==> config.mk <==
export PLATFORM = sky130hd
export DESIGN_NAME = pend_tracker
export DESIGN_NICKNAME = d
export VERILOG_FILES = /design/src/rtl/pend_pkg.sv /design/src/rtl/pend_line_sampler.sv /design/src/rtl/pend_inject_gate.sv /design/src/rtl/pend_latch_bank.sv /design/src/rtl/pend_tracker.sv
export SDC_FILE = /design/constraint.sdc
export NUM_CORES = 1
export LEC_CHECK = 0
export ABC_AREA = 1
export BUFFER_PORTS_ARGS = -buffer_cell sky130_fd_sc_hd__buf_2
export CELL_PAD_IN_SITES_DETAIL_PLACEMENT = 0
export CELL_PAD_IN_SITES_GLOBAL_PLACEMENT = 1
export CORE_UTILIZATION = 25
export CTS_CLUSTER_SIZE = 14
export DETAILED_ROUTE_END_ITERATION = 10
export PLACE_DENSITY = 0.78
export REMOVE_ABC_BUFFERS = 1
export SETUP_SLACK_MARGIN = 0.02
export SLEW_MARGIN = 40
export SYNTH_ARGS = -nofsm -noshare
export SYNTH_HDL_FRONTEND = slang
export SYNTH_SLANG_ARGS = --single-unit
==> constraint.sdc <==
create_clock -name clk -period 1.2 [get_ports clk]
set_input_delay 0.06 -clock clk [delete_from_list [all_inputs] [get_ports clk]]
set_output_delay 0.06 -clock clk [all_outputs]
set_load 0.01 [all_outputs]
==> src/rtl/pend_pkg.sv <==
package pend_pkg;

    localparam int NUM_SGI   = 16;
    localparam int NUM_PER   = 16;
    localparam int NUM_IRQ   = NUM_SGI + NUM_PER;
    localparam int SGI_ID_W  = $clog2(NUM_SGI);
    localparam int FIELD_W   = 2;
    localparam int POLICY_W  = NUM_SGI * FIELD_W;

    typedef enum logic [1:0] {
        GRP_G0   = 2'd0,
        GRP_G1S  = 2'd1,
        GRP_G1NS = 2'd2,
        GRP_BAD  = 2'd3
    } grp_e;

    typedef struct packed {
        logic                valid;
        logic [SGI_ID_W-1:0] id;
        grp_e                grp;
        logic                ns;
    } inj_req_t;

    typedef struct packed {
        logic ack;
        logic nak;
    } inj_rsp_t;

    function automatic grp_e cfg_group(input logic grp_bit, input logic mod_bit);
        if (grp_bit)
            return GRP_G1NS;
        else if (mod_bit)
            return GRP_G1S;
        else
            return GRP_G0;
    endfunction

    function automatic logic group_match(input grp_e req, input grp_e cfg);
        if (req == GRP_BAD)
            return 1'b0;
        else if (req == cfg)
            return 1'b1;
        else if (req == GRP_G1S && cfg == GRP_G0)
            return 1'b1;
        else
            return 1'b0;
    endfunction

    function automatic logic policy_ok(input grp_e cfg, input logic [FIELD_W-1:0] field);
        case (cfg)
            GRP_G0:  return field >= 2'd1;
            GRP_G1S: return field >= 2'd2;
            default: return 1'b1;
        endcase
    endfunction

endpackage

==> src/rtl/pend_line_sampler.sv <==
module pend_line_sampler
    import pend_pkg::*;
#(
    parameter int LINES = NUM_PER
) (
    input  logic             clk,
    input  logic             rst,
    input  logic [LINES-1:0] line_in,
    input  logic [LINES-1:0] edge_cfg,
    output logic [LINES-1:0] lvl_q,
    output logic [LINES-1:0] edge_set
);

    genvar j;
    generate
        for (j = 0; j < LINES; j++) begin : g_line
            logic rising;

            always_comb begin
                rising      = line_in[j] && !lvl_q[j];
                edge_set[j] = rising && edge_cfg[j];
            end

            always_ff @(posedge clk) begin
                if (rst)
                    lvl_q[j] <= 1'b0;
                else if (line_in[j] != lvl_q[j])
                    lvl_q[j] <= line_in[j];
            end

            // an edge request is followed by a recorded high level
            assert_edge_records_high_R3: assert property (@(posedge clk) disable iff (rst)
                edge_set[j] |=> lvl_q[j]);

            // a recorded level only moves when the sample differed
            assert_level_stable_R4: assert property (@(posedge clk) disable iff (rst)
                (line_in[j] == lvl_q[j]) |=> $stable(lvl_q[j]));
        end
    endgenerate

endmodule

==> src/rtl/pend_inject_gate.sv <==
module pend_inject_gate
    import pend_pkg::*;
(
    input  logic                clk,
    input  logic                rst,
    input  logic                sec_en,
    input  inj_req_t            req,
    input  logic [NUM_SGI-1:0]  grp_cfg,
    input  logic [NUM_SGI-1:0]  grpmod_cfg,
    input  logic [POLICY_W-1:0] ns_policy,
    output logic [NUM_SGI-1:0]  sgi_set,
    output inj_rsp_t            rsp
);

    grp_e               tgt_grp;
    logic [FIELD_W-1:0] tgt_field;
    logic               match_ok;
    logic               access_ok;
    logic               accept;

    always_comb begin
        tgt_grp   = cfg_group(grp_cfg[req.id], grpmod_cfg[req.id]);
        tgt_field = ns_policy[req.id*FIELD_W +: FIELD_W];
        match_ok  = group_match(req.grp, tgt_grp);
        if (sec_en && req.ns)
            access_ok = policy_ok(tgt_grp, tgt_field);
        else
            access_ok = 1'b1;
        accept = req.valid && match_ok && access_ok;
    end

    genvar k;
    generate
        for (k = 0; k < NUM_SGI; k++) begin : g_sgi
            assign sgi_set[k] = accept && (req.id == SGI_ID_W'(k));
        end
    endgenerate

    always_ff @(posedge clk) begin
        if (rst) begin
            rsp <= '0;
        end else begin
            rsp.ack <= accept;
            rsp.nak <= req.valid && !accept;
        end
    end

    // at most one answer per cycle
    assert_single_answer_R9: assert property (@(posedge clk) disable iff (rst)
        $onehot0({rsp.ack, rsp.nak}));

    // every answer belongs to a request of the previous cycle
    assert_answer_has_request_R9: assert property (@(posedge clk) disable iff (rst)
        (rsp.ack || rsp.nak) |-> $past(req.valid));

    // every request gets an answer
    assert_request_answered_R9: assert property (@(posedge clk) disable iff (rst)
        req.valid |=> (rsp.ack || rsp.nak));

    // an invalid group code is never accepted
    assert_bad_code_rejected_R7: assert property (@(posedge clk) disable iff (rst)
        (req.valid && req.grp == GRP_BAD) |=> rsp.nak);

    // a secure request or disabled security never fails on the field
    assert_secure_skips_field_R8: assert property (@(posedge clk) disable iff (rst)
        (req.valid && (!sec_en || !req.ns) && match_ok) |=> rsp.ack);

endmodule

==> src/rtl/pend_latch_bank.sv <==
module pend_latch_bank
    import pend_pkg::*;
#(
    parameter int BITS = NUM_IRQ
) (
    input  logic            clk,
    input  logic            rst,
    input  logic [BITS-1:0] set_vec,
    input  logic [BITS-1:0] clr_vec,
    output logic [BITS-1:0] latch_q
);

    genvar i;
    generate
        for (i = 0; i < BITS; i++) begin : g_bit
            always_ff @(posedge clk) begin
                if (rst)
                    latch_q[i] <= 1'b0;
                else if (set_vec[i])
                    latch_q[i] <= 1'b1;
                else if (clr_vec[i])
                    latch_q[i] <= 1'b0;
            end

            // a set source always leaves the latch high, clear or not
            assert_set_wins_R6: assert property (@(posedge clk) disable iff (rst)
                set_vec[i] |=> latch_q[i]);

            // a clear with no set drops the latch
            assert_clear_drops_R5: assert property (@(posedge clk) disable iff (rst)
                (clr_vec[i] && !set_vec[i]) |=> !latch_q[i]);

            // the latch only rises when some set source was present
            assert_rise_needs_set_R4: assert property (@(posedge clk) disable iff (rst)
                $rose(latch_q[i]) |-> $past(set_vec[i]));
        end
    endgenerate

endmodule

==> src/rtl/pend_tracker.sv <==
module pend_tracker
    import pend_pkg::*;
(
    input  logic                clk,
    input  logic                rst,
    input  logic                sec_en,
    input  logic [NUM_PER-1:0]  line_lvl,
    input  logic [NUM_PER-1:0]  edge_cfg,
    input  logic [NUM_IRQ-1:0]  set_strobe,
    input  logic [NUM_IRQ-1:0]  clr_strobe,
    input  logic [NUM_SGI-1:0]  grp_cfg,
    input  logic [NUM_SGI-1:0]  grpmod_cfg,
    input  logic [POLICY_W-1:0] ns_policy,
    input  logic                inj_valid,
    input  logic [SGI_ID_W-1:0] inj_id,
    input  logic [1:0]          inj_grp,
    input  logic                inj_ns,
    output logic [NUM_IRQ-1:0]  pend_o,
    output logic                inj_ack,
    output logic                inj_nak
);

    inj_req_t           req;
    inj_rsp_t           rsp;
    logic [NUM_PER-1:0] lvl_q;
    logic [NUM_PER-1:0] edge_set;
    logic [NUM_SGI-1:0] sgi_set;
    logic [NUM_IRQ-1:0] set_all;
    logic [NUM_IRQ-1:0] latch_q;
    logic [NUM_IRQ-1:0] live_lvl;

    always_comb begin
        req.valid = inj_valid;
        req.id    = inj_id;
        req.grp   = grp_e'(inj_grp);
        req.ns    = inj_ns;
    end

    pend_line_sampler #(.LINES(NUM_PER)) u_sampler (
        .clk      (clk),
        .rst      (rst),
        .line_in  (line_lvl),
        .edge_cfg (edge_cfg),
        .lvl_q    (lvl_q),
        .edge_set (edge_set)
    );

    pend_inject_gate u_gate (
        .clk        (clk),
        .rst        (rst),
        .sec_en     (sec_en),
        .req        (req),
        .grp_cfg    (grp_cfg),
        .grpmod_cfg (grpmod_cfg),
        .ns_policy  (ns_policy),
        .sgi_set    (sgi_set),
        .rsp        (rsp)
    );

    always_comb begin
        set_all  = set_strobe | {edge_set, sgi_set};
        live_lvl = {lvl_q & ~edge_cfg, {NUM_SGI{1'b0}}};
    end

    pend_latch_bank #(.BITS(NUM_IRQ)) u_latch (
        .clk     (clk),
        .rst     (rst),
        .set_vec (set_all),
        .clr_vec (clr_strobe),
        .latch_q (latch_q)
    );

    always_comb begin
        pend_o  = latch_q | live_lvl;
        inj_ack = rsp.ack;
        inj_nak = rsp.nak;
    end

    // an acknowledged injection is visible as pending at once
    assert_ack_sets_pending_R9: assert property (@(posedge clk) disable iff (rst)
        inj_ack |-> pend_o[$past(inj_id)]);

    // a level line held high stays pending across a clear
    assert_level_survives_clear_R5: assert property (@(posedge clk) disable iff (rst)
        (lvl_q[0] && !edge_cfg[0] && line_lvl[0] && !$changed(edge_cfg[0]))
            |=> pend_o[NUM_SGI]);

    // nothing is reported in the first cycle after reset
    assert_clean_after_reset_R1: assert property (@(posedge clk)
        $past(rst) |-> (pend_o == '0 && !inj_ack && !inj_nak));

endmodule

# --- Yosys cells after proc, flatten, opt, wreduce, memory -nomap -nowiden ---
# Index checks and enable logic that the tools add are counted.
word_totals:
  register_bits: 50
  inputBits: 171
  output_inout_bits: 34
  word_cells: 272
op_classes:
  magnitude_cmp: 3
  eq_ne: 35
  shifts: 1
  mux: 75
  bitwise: 4
  reduce_logical: 104
ops:
  columns: ["cell", "count"]
  rows:
  - ["1-bit two-way mux", 71]
  - ["32-bit OR", 2]
  - ["2-bit nonzero test", 32]
  - ["1-bit logical AND", 53]
  - ["4-bit == test (second input constant)", 8]
  - ["32-bit by 6-bit variable part select with 2-bit output", 1]
  - ["1-bit logical NOT", 17]
  - ["16-bit bitwise AND", 1]
  - ["4-bit by 3-bit == test with 1-bit output (second input constant)", 4]
  - ["1-bit != test", 16]
  - ["16-bit NOT", 1]
  - ["1-bit binary-select mux with 4-bit select", 2]
  - ["4-bit by 2-bit == test with 1-bit output (second input constant)", 2]
  - ["4-bit by 5-bit less-than comparator with 1-bit output (second input constant)", 1]
  - ["2-bit by 1-bit == test with 1-bit output (second input constant)", 2]
  - ["4-bit by 1-bit == test with 1-bit output (second input constant)", 1]
  - ["4-bit logical NOT", 1]
  - ["2-bit == test", 1]
  - ["2-bit == test (second input constant)", 1]
  - ["2-bit by 1-bit greater-or-equal comparator with 1-bit output (second input constant)", 1]
  - ["2-bit greater-or-equal comparator (second input constant)", 1]
  - ["2-bit logical NOT", 1]
  - ["2-bit two-way mux", 1]
  - ["1-bit case mux with 2 select lines", 1]

# --- Logic depth before layout (Yosys ltp) ---
# Gate-level depths: netlist of the first run.
logic_depth:
  word_depth: 14
  depth_mapped: 17
  mapped_depth_nobuf: 15

# --- Hierarchy ---
# From an unflattened synthesis of the first run, not the netlist that was laid out.
hier_totals:
  hier_cells: 656
  hier_area_um2: 3703.6
modules_own_cells:
  columns: ["module", "instances", "cells_per_inst", "area_per_inst_um2", "seq_area_each_um2"]
  rows:
  - ["pend_latch_bank", 1, 163, 1194.9, 640.6]
  - ["pend_inject_gate", 1, 251, 1087.3, 40.0]
  - ["pend_line_sampler", 1, 146, 980.9, 320.3]
  - ["pend_tracker", 1, 96, 440.4, 0.0]

# --- Worst setup path before layout of the first run ---
# OpenSTA, ideal clock, no wires.
synth_timing:
  path_type: "input to register"
  start: "input port inj_id[1]"
  end: "register u_latch.latch_q[12]"
  setup_time_ns: 0.116
  t_arrival_ns: 1.209
  required_ns: 1.084
  slack_ns: -0.125
  path_stages: 14
  n_path_buf: 3
  path_cell_list: "buf_4 inv_2 buf_4 nand3_1 nand4_1 nand2_1 nand2_1 nor2_1 nand2_1 nor2_2 nor2_4 buf_6 nand4_1 nand2_1"
synth_between:
  elab_chain_cells: 14
  elab_cells_between_ends: 25
  cone_classes: "order compare: 2; eq/ne: 3; shift: 1; mux: 12; bitwise: 1; reduce/logical: 6"
synth_rtl:
  columns: ["item", "line", "rtl"]
  rows:
  - ["start: declaration", "pend_tracker.sv:15", "input logic [SGI_ID_W-1:0] inj_id,"]
  - ["1-bit binary-select mux with 4-bit select", "pend_inject_gate.sv:22", "tgt_grp = cfg_group(grp_cfg[req.id], grpmod_cfg[req.id]);"]
  - ["1-bit two-way mux (implied by the code)", "pend_inject_gate.sv:22", null]
  - ["1-bit two-way mux", "pend_pkg.sv:32", "else if (mod_bit)"]
  - ["2-bit two-way mux", "pend_pkg.sv:30", "if (grp_bit)"]
  - ["2-bit logical NOT", "pend_pkg.sv:43, pend_pkg.sv:50", null]
  - ["1-bit logical AND", "pend_pkg.sv:43", "else if (req == GRP_G1S && cfg == GRP_G0)"]
  - ["1-bit two-way mux", "pend_pkg.sv:43", null]
  - ["1-bit two-way mux", "pend_pkg.sv:41", "else if (req == cfg)"]
  - ["1-bit two-way mux", "pend_pkg.sv:39", "if (req == GRP_BAD)"]
  - ["1-bit logical AND (2 in a row)", "pend_inject_gate.sv:29", "accept = req.valid && match_ok && access_ok;"]
  - ["1-bit logical AND *", "pend_inject_gate.sv:35", "assign sgi_set[k] = accept && (req.id == SGI_ID_W'(k));"]
  - ["32-bit OR *", "pend_tracker.sv:61", "set_all = set_strobe | {edge_set, sgi_set};"]
  - ["1-bit two-way mux or 2-bit nonzero test (tied branches)", null, null]
  - ["end signal: indexed assignment", "pend_latch_bank.sv:18", "latch_q[i] <= 1'b0;"]
  - ["end signal: indexed assignment", "pend_latch_bank.sv:20", "latch_q[i] <= 1'b1;"]
  - ["end signal: indexed assignment", "pend_latch_bank.sv:22", "latch_q[i] <= 1'b0;"]
  - ["end: declaration", "pend_latch_bank.sv:10", "output logic [BITS-1:0] latch_q"]
# Every way passes the cells marked *; elsewhere a longest branch is shown, timed or not. The select of a mux whose other input is x is not followed.
# A chain may end at the register's enable or synchronous reset.

# --- Final worst setup path of the first run ---
layout_timing:
  start: "input port inj_id[0]"
  end: "register, netlist name u_gate.rsp[0]"
layout_between:
  elab_chain_cells: 13
  elab_cells_between_ends: 22
  cone_classes: "order compare: 2; eq/ne: 2; shift: 1; mux: 11; reduce/logical: 6"
layout_rtl:
  columns: ["item", "line", "rtl"]
  rows:
  - ["1-bit binary-select mux with 4-bit select", "pend_inject_gate.sv:22", null]
  - ["1-bit two-way mux (implied by the code)", "pend_inject_gate.sv:22", null]
  - ["1-bit two-way mux", "pend_pkg.sv:32", null]
  - ["2-bit two-way mux", "pend_pkg.sv:30", null]
  - ["2-bit logical NOT", "pend_pkg.sv:43, pend_pkg.sv:50", null]
  - ["1-bit logical AND", "pend_pkg.sv:43", null]
  - ["1-bit two-way mux", "pend_pkg.sv:43", null]
  - ["1-bit two-way mux", "pend_pkg.sv:41", null]
  - ["1-bit two-way mux", "pend_pkg.sv:39", null]
  - ["1-bit logical AND", "pend_inject_gate.sv:29", null]
  - ["1-bit logical AND *", "pend_inject_gate.sv:29", null]
  - ["1-bit logical NOT *", "pend_inject_gate.sv:44", "rsp.nak <= req.valid && !accept;"]
  - ["1-bit logical AND *", "pend_inject_gate.sv:44", null]
# Marked as above.

==> impl_metrics.yaml, run 1 <==
outcome:
  status: "finished, final reports clean"
global_routing:
  grtUsageTotal_pct: 14.6
  antenna_found_initial: 0
  first_global_vias: 3326
  met1_usage_pct: 17.0
  use_met3_pct: 3.37
  globalRouteOverflowTotal: 0
  met2_usage_pct: 27.0
  grt_max_degree: 31
  grt_pass1_wl_um: 15400
  grt.busiest_layer: "met2"
placed_design:
  io_buffers: 204
  dp_cells: 885
  gp_congestion: 0.787
  hpwl_um: 8500
hold_path:
  min_path_type: "in2reg"
  min-delay-start: "set_strobe[12]"
final_layout:
  final_nets: 910
  antenna_cells: 0
  drive_gt1_share_pct: 34.5
  syn_to_final_growth_pct: 45.2
  post-route-util_pct: 37.6
  instances_no_fill: 896
  n_fill_cell: 1453
clocking:
  cts_tree: "yes"
  post_cts_buffers: 0
  clock-root-buffer: "clkbuf_16"
  cts.path.max_buffers: 2
  worstSkewPairLatency_ns: 0.28
  ctsHoldBuffers: 0
  clock_sinks: 50
  cts_inserted_buffers: 5
  clk_pin_slew_ns: 0.06
  h-tree-depth: 2
critical_path:
  cp_max_fo: 17
  end_kind: "flop"
  crit_start: "inj_id[0]"
  r2r_slack_ns: 0.22
  worst_ep_required_time_ns: 1.37
  critPathArrivalTime_ns: 1.33
  rr_startpoint: "u_sampler.lvl_q[0]"
  worst_setup_path_start_kind: "primary input"
  crit_type: "in2reg"
timing:
  fmax_mhz: 862
  finalHoldViolations: 0
  fin_skew_ns: 0.00141
  rsz0062_at_grt: "true"
  maxSlewViolCount: 0
  setup_viol_count_final: 0
  worst_pin_slew_ns: 0.359
  fin_tns_setup_ns: 0
  max_slew_margin_pct: 75.8
  fin_crit_ns: 1.16
  fin_crit_sh_pct: 96.7
logic_synthesis:
  netlist.area_leader.share_pct: 30.4
  synth_top_family_by_area: "simple AND/OR/NAND/NOR gates"
  ys_seq_elements: 50
  synthAdderAreaFrac_pct: 6.08
  muxShareOfSynthArea_pct: 0
  synth_top_area_cell: "dfxtp_1"
  ys_warn_count: 0
  synthArstFlopShare_pct: 0
  synthDistinctLibCells: 20
  synth-compound-area-share_pct: 16.0
  synth_ff_type: "dfxtp_1"
  yosysMostFrequentCell: "nand2_1"
  ys_top_cells_by_area: "dfxtp_1 (30%), nand2_1 (22%), a21oi_1 (7.3%)"
  synth-xor-area-share_pct: 0
  synth_area_per_cell_um2: 6.27
  yosys.area_share.simple_pct: 32.5
  postSynthCellCount: 525
  synth_commonest_cells: "nand2_1 (191), inv_1 (58), dfxtp_1 (50)"
  synth_area_um2: 3290
  synth-edff-count: 0
  ys_seq_area_share_pct: 30.4
floorplanning:
  core_area_um2: 12700
  fp-row-count: 41
  fp.dieH_um: 117
  die_width_um: 117
  start_util_pct: 25.9
  die_area_um2: 13600
  ioPinCount: 205
routing:
  ant_nets: 0
  drt_iter0_drc: 124
  wl_um: 10600
  vias: 3698
  viasPerCell: 4.13
  wl_per_cell_um: 11.8
  dr.pass1.iters: 4
  drcViolationCount: 0
pwr:
  ir_drop_v: 0.000585
  powerDensity_nw_per_um2: 1010
  p_leak_uw: 0.00267
flow_run:
  maxCapViolCount: 0
registers in the layout (all words and copies together), names as in the netlist:
register / flops
u_sampler.lvl_q: 16
u_gate.rsp: 2
u_latch.latch_q: 32
final timing paths:
kind	cells past startpoint	to
hold / removal	3	u_latch.latch_q[12]
setup reg to reg	4	u_sampler.lvl_q[0]
hold reg to reg	2	u_latch.latch_q[22]
setup / recovery	15	u_gate.rsp[0]
repair_timing:
action                     CTS  global route
setup endpoints to repair   18            18
resized for setup           12            10
pin swaps                    6             1
gates cloned                 1             2
cell type report:
type                       count  area [um^2]  area share (%)
clock inverter                 1         30.0           0.628
timing repair buffer         226         1310            27.4
sequential                    50         1000            20.9
clock buffer                   7          133            2.78
tap                          172          215            4.50
multi-input combinational    377         1830            38.3
timing repair inverter         1         8.76           0.183
inverter                      62          250            5.24
worst max-delay path, cell delays in order:
cell	delay, ns
buf_12	0.13
buf_12	0.13
nor2_4	0.11
nand2_1	0.07
nand4_1	0.09
nand2_1	0.07
nand2_2	0.10
nor2_1	0.05
nand2_1	0.07
nor2_2	0.05
nor2_4	0.09
buf_12	0.14
nand2_2	0.06
nand2_1	0.06
nor2_1	0.03
power by group:
| part | internal, uW | switching, uW | total, uW |
|---|---|---|---|
| registers | 1820 | 57.5 | 1880 |
| clock network | 986 | 593 | 1580 |
| logic | 649 | 726 | 1370 |
logic make-up (layout without fill, tap and decap cells):
group / after synthesis / after routing
DFF: 50 / 50
AOI/OAI and AO/OA: 97 / 97
and+or+nand+nor: 264 / 264
adders and majority gates: 16 / 16
buffers and inverters: 98 / 297
metrics by stage:
step	total power [uW]	setup slack (ns)	hold WS [ns]	cell area [um^2]
after floorplan	2580	-0.104	0.129	3040
after global placement	3250	-0.523	0.298	4480
after detailed placement	3260	-0.532	0.298	4480
after CTS	4890	0.0121	0.00168	4710
after global routing	5180	-0.0924	0.0208	4780
final	4840	0.0393	0.00484	4780
placed cells by master, fill, tap and decap left out, types with 3 or more instances in the layout:
cell type and count:
nand2_2 5, nand4_1 18, inv_1 58, o21ai_0 32
nor2_1 38, nand2_1 187, buf_2 202, clkbuf_16 6
ha_1 16, buf_4 14, o21bai_1 17, nand3_1 8
nor2_2 3, a21oi_1 48, dfxtp_1 50, buf_12 6
per-layer routing:
metal  wire length (um)  vias to the layer above  part of all wire [%]
li1                   -                     2038                     -
met1               4680                     1501                    44
met2               4930                      154                    47
met3                875                        5                   8.3
met4                 91                        0                  0.86
met5                  0                        -                     0
Note: power is estimated with default switching activity, not from simulation.
==> inputs of run 2 (changes only) <==
Settings changed: BUFFER_PORTS_ARGS -buffer_cell sky130_fd_sc_hd__buf_2 to default, CORE_UTILIZATION 25 to 37, DONT_BUFFER_PORTS from default to 1, PLACE_DENSITY 0.78 to 0.77, SLEW_MARGIN 40 to default.
==> impl_metrics.yaml, run 2 (synthesis results as in run 1) <==
critical_path:
  worstRegToRegCells: 4
  critPathTopFamily: "buffers and inverters"
  r2r_slack_ns: 0.20
  cp_max_fo: 18
  crit_buf_inv: 1
  r2r_end: "u_latch.latch_q[20]"
  worst_setup_path_start_kind: "primary input"
  rr_startpoint: "u_sampler.lvl_q[4]"
  worst_path_largest_cell_delay_ns: 1.05
  crit_type: "in2reg"
  end_kind: "flop"
  critPathArrivalTime_ns: 1.24
  worst_ep_required_time_ns: 1.35
  crit_chain: "dlygate4sd3_1, a21oi_1"
  crit_slowest_cell: "dlygate4sd3_1"
global_routing:
  first_global_vias: 3225
  grt_pass1_wl_um: 13800
  antenna_found_initial: 0
  grt_max_degree: 37
  globalRouteOverflowTotal: 0
  grtUsageTotal_pct: 19.3
flow_run:
  maxCapViolCount: 0
routing:
  dr.pass1.iters: 4
  viasPerCell: 4.89
  wl_per_cell_um: 14.0
  ant_nets: 0
  vias: 3443
  wl_um: 9820
  drcViolationCount: 0
  drt_iter0_drc: 73
clocking:
  cts_tree: "yes"
  clock_sinks: 50
  cts.path.max_buffers: 2
  clk_pin_slew_ns: 0.11
  h-tree-depth: 2
  cts_inserted_buffers: 5
  clock-root-buffer: "clkbuf_8"
  worstSkewPairLatency_ns: 0.30
final_layout:
  layout_commonest_cell: "nand2_1"
  antenna_cells: 0
  final_nets: 782
  drive_gt1_share_pct: 5.20
  final_cell_mix: "nand2_1 (190), dlygate4sd3_1 (88), inv_1 (58)"
  post-route-util_pct: 49.3
  largest_reg_flops: 32
  top_register: "u_latch.latch_q"
  syn_to_final_growth_pct: 30.0
  reg.largest.list: "u_latch.latch_q: 32 flops, u_sampler.lvl_q: 16 flops, u_gate.rsp: 2 flops"
pwr:
  p_leak_uw: 0.00208
  powerDensity_nw_per_um2: 954
  ir_drop_v: 0.000551
timing:
  finalHoldViolations: 0
  setup_viol_count_final: 0
  fin_crit_sh_pct: 91.4
  maxSlewViolCount: 0
  fin_tns_setup_ns: 0
  fmax_mhz: 912
  rsz0062_at_grt: "false"
  fin_skew_ns: 0.00911
  fin_crit_ns: 1.10
  max_slew_margin_pct: 47.1
  worst_pin_slew_ns: 0.790
hold_path:
  holdPathStages: 3
  min_path_type: "in2reg"
  hold_end: "u_latch.latch_q[7]"
  min-delay-start: "clr_strobe[7]"
floorplanning:
  die_area_um2: 9280
  fp-row-count: 34
  die_width_um: 96.3
  ioPinCount: 205
  core_area_um2: 8680
  start_util_pct: 37.9
  fp.dieH_um: 96.3
placed_design:
  hpwl_um: 6790
  gp_congestion: 0.745
  io_buffers: 0
outcome:
  status: "finished, final reports clean"
==> run 2: timing repair <==
action | in CTS | in global routing
endpoints found under the setup margin | 1 | 18
resized for setup | 0 | 8
pin swaps | 1 | 1
buffers inserted | 1 | 0
hold buffers | 88 | 0
hold endpoints to repair | 50 | 0
==> run 2: metal layers <==
metal,wire length [um],global-route usage (%)
met2,4970,37.8
met5,0,0
met3,830,4.82
met1,3780,19.1
met4,243,7.60
==> run 2: per-stage QoR <==
| step | setup slack (ns) | std cells | hold WS [ns] | cell area [um^2] | total power, uW |
|---|---|---|---|---|---|
| after global routing | 0.0326 | 704 | 0.00643 | 4280 | 4400 |
| after CTS | 0.0586 | 704 | 0.00247 | 4260 | 4140 |
| after floorplan | -0.104 | 489 | 0.129 | 3040 | 2580 |
| after global placement | -0.296 | 607 | 0.132 | 3260 | 2750 |
| after detailed placement | -0.344 | 607 | 0.133 | 3260 | 2780 |
| final | 0.103 | 704 | 0.00113 | 4280 | 4080 |
==> run 2: how the worst max path moves through the flow <==
stage,from,to,slack [ns],depth (start not counted)
floorplan,inj_id[1],u_gate.rsp[0],-0.10,13
global placement,inj_id[1],u_latch.latch_q[13],-0.30,12
detailed placement,inj_id[0],u_latch.latch_q[7],-0.34,13
CTS,inj_id[0],u_latch.latch_q[7],0.06,14
global route,inj_id[1],u_gate.rsp[0],0.03,14
finish,rst,u_latch.latch_q[30],0.10,2
==> run 2: final cells by class <==
| cell class | count | area, um^2 |
|---|---|---|
| sequential | 50 | 1000 |
| timing repair buffer | 99 | 988 |
| clock buffer | 5 | 68.8 |
| inverter | 62 | 248 |
| multi-input combinational | 377 | 1810 |
| tap | 108 | 135 |
| fill | 867 | 4400 |
| clock inverter | 3 | 28.8 |
==> run 2: power by group <==
part	leakage (uW)	total [uW]	switching [uW]	internal, uW
Clock	0.0000502	1050	618	433
Combinational	0.00162	1110	589	524
Sequential	0.000418	1920	92.0	1820
Total	0.00208	4080	1300	2780
==> inputs of run 3 (changes only) <==
Settings changed: CELL_PAD_IN_SITES_DETAIL_PLACEMENT 0 to 2, CELL_PAD_IN_SITES_GLOBAL_PLACEMENT 1 to 2, CORE_UTILIZATION 37 to 30, PLACE_DENSITY 0.77 to 0.8.
Clock period 1.2 ns to 1.1 ns, I/O delays scaled along.
==> impl_metrics.yaml, run 3 (synthesis results as in run 1) <==
outcome:
  status: "complete, but fails checks"
  violations: "setup timing"
timing:
  fin_skew_ns: 0.0104
  setup_viol_count_final: 17
  finalHoldViolations: 0
  maxSlewViolCount: 0
  fmax_mhz: 811
  rsz0062_at_grt: "true"
  fin_crit_ns: 1.23
  worst_pin_slew_ns: 0.863
  fin_crit_sh_pct: 112
  max_slew_margin_pct: 42.3
  fin_ws_ns: -0.132
final_layout:
  syn_to_final_growth_pct: 40.5
  final_nets: 788
  top_register: "u_latch.latch_q"
  reg.largest.list: "u_latch.latch_q: 32 flops, u_sampler.lvl_q: 16 flops, u_gate.rsp: 2 flops"
  final_cell_mix: "nand2_1 (166), dlygate4sd3_1 (84), inv_1 (58)"
  n_fill_cell: 1230
  final_area_um2: 4620
  layout_commonest_cell: "nand2_1"
  drive_gt1_share_pct: 12.0
  largest_reg_flops: 32
global_routing:
  antenna_found_initial: 1
  globalRouteOverflowTotal: 0
  first_global_vias: 3885
  grt_pass1_wl_um: 18600
  grt_max_degree: 48
  grtUsageTotal_pct: 20.6
routing:
  dr.pass1.iters: 4
  ant_nets: 0
  drt_iter0_drc: 151
  wl_um: 15900
  viasPerCell: 5.23
  wl_per_cell_um: 21.5
  vias: 3864
  drcViolationCount: 0
critical_path:
  worst_setup_path_start_kind: "primary input"
  rr_startpoint: "u_sampler.lvl_q[9]"
  crit_slowest_cell: "dlygate4sd3_1"
  end_kind: "flop"
  critPathArrivalTime_ns: 1.37
  worst_path_largest_cell_delay_ns: 1.10
  crit_chain: "dlygate4sd3_1, a21oi_1"
  crit_type: "in2reg"
  critPathTopFamily: "buffers and inverters"
  worst_ep_required_time_ns: 1.24
  cp_max_fo: 18
  crit_start: "rst"
  crit_buf_inv: 1
flow_run:
  maxCapViolCount: 0
clocking:
  h-tree-depth: 2
  cts_inserted_buffers: 5
  clk_pin_slew_ns: 0.10
  cts.path.max_buffers: 2
  clock-root-buffer: "clkbuf_8"
  cts_tree: "yes"
  clock_sinks: 50
  worstSkewPairLatency_ns: 0.31
hold_path:
  min_path_type: "in2reg"
  min-delay-start: "clr_strobe[0]"
floorplanning:
  fp.dieH_um: 107
  core_area_um2: 10500
  ioPinCount: 205
  start_util_pct: 31.5
  die_width_um: 107
  die_area_um2: 11400
  fp-row-count: 37
pwr:
  ir_drop_v: 0.000611
  p_leak_uw: 0.00221
  power_uw: 5110
  swShare_pct: 32.9
  powerDensity_nw_per_um2: 1110
  pwr-share-seq_pct: 41.5
  internal_power_uw: 3430
  pwr-share-comb_pct: 30.5
  switching_power_uw: 1680
  clkPwrFrac_pct: 27.9
placed_design:
  hpwl_um: 8720
  placed_area_um2: 3400
  gp_congestion: 0.795
  place_ws_ns: -0.353
  io_buffers: 0
==> run 3: cell count changes in the layout (fill, tap and decap cells not counted), sizes merged <==
cell         delta
buf             +7
clkinv          -2
dlygate4sd3     -4
bufinv          +1
clkbuf          +4
diode           +1
==> run 3: metrics by stage <==
step                hold slack [ns]  setup TNS (ns)  util [%]  instances
global placement              0.128           -4.69      32.5        641
detailed placement            0.130           -5.25      32.5        641
global route                 0.0145           -3.24      44.2        739
CTS                          -0.206               0      37.3        687
floorplan                     0.124           -2.69         -        489
finish                      0.00357          -0.877      44.2        739
==> run 3: path summary, 6_finish.rpt <==
kind	end	slack [ns]	depth (start not counted)
setup / recovery	u_latch.latch_q[18]	-0.13	2
hold / removal	u_latch.latch_q[0]	0.004	3
setup reg to reg	u_sampler.lvl_q[9]	-0.13	4
hold reg to reg	u_latch.latch_q[31]	0.47	2
==> run 3: final cells by class <==
class                      count  area [um^2]  area share [%]
sequential                    50         1000            21.6
clock buffer                   6         82.6            1.79
multi-input combinational    377         1940            42.0
clock inverter                 2         38.8           0.839
tap                          136          170            3.68
timing repair buffer         105         1140            24.6
antenna                        1         2.50          0.0541
inverter                      62          251            5.44
==> run 3: power groups by stage <==
stage          Combinational, uW  Sequential [uW]  Clock, uW
6_report                    1560             2120       1430
5_1_grt                     1710             2130       1540
4_1_cts                     1160             2100       1450
3_5_place_dp                1040             2140          0
3_3_place_gp                 968             2130          0
2_1_floorplan                715             2100          0
==> run 3: per-layer routing <==
metal,global-route usage (%),vias up,wire (um)
li1,-,1794,-
met1,22.1,1848,5630
met2,40.3,168,8650
met3,3.59,54,862
met4,6.26,0,745
met5,0,-,0
==> run 3: what timing repair did <==
item	CTS	global route
setup endpoints to repair	9	22
gates resized for setup	1	50
pin swaps	0	11
hold buffers	38	46
cloned	0	4
endpoints found under the hold margin	49	19
setup buffers	0	1
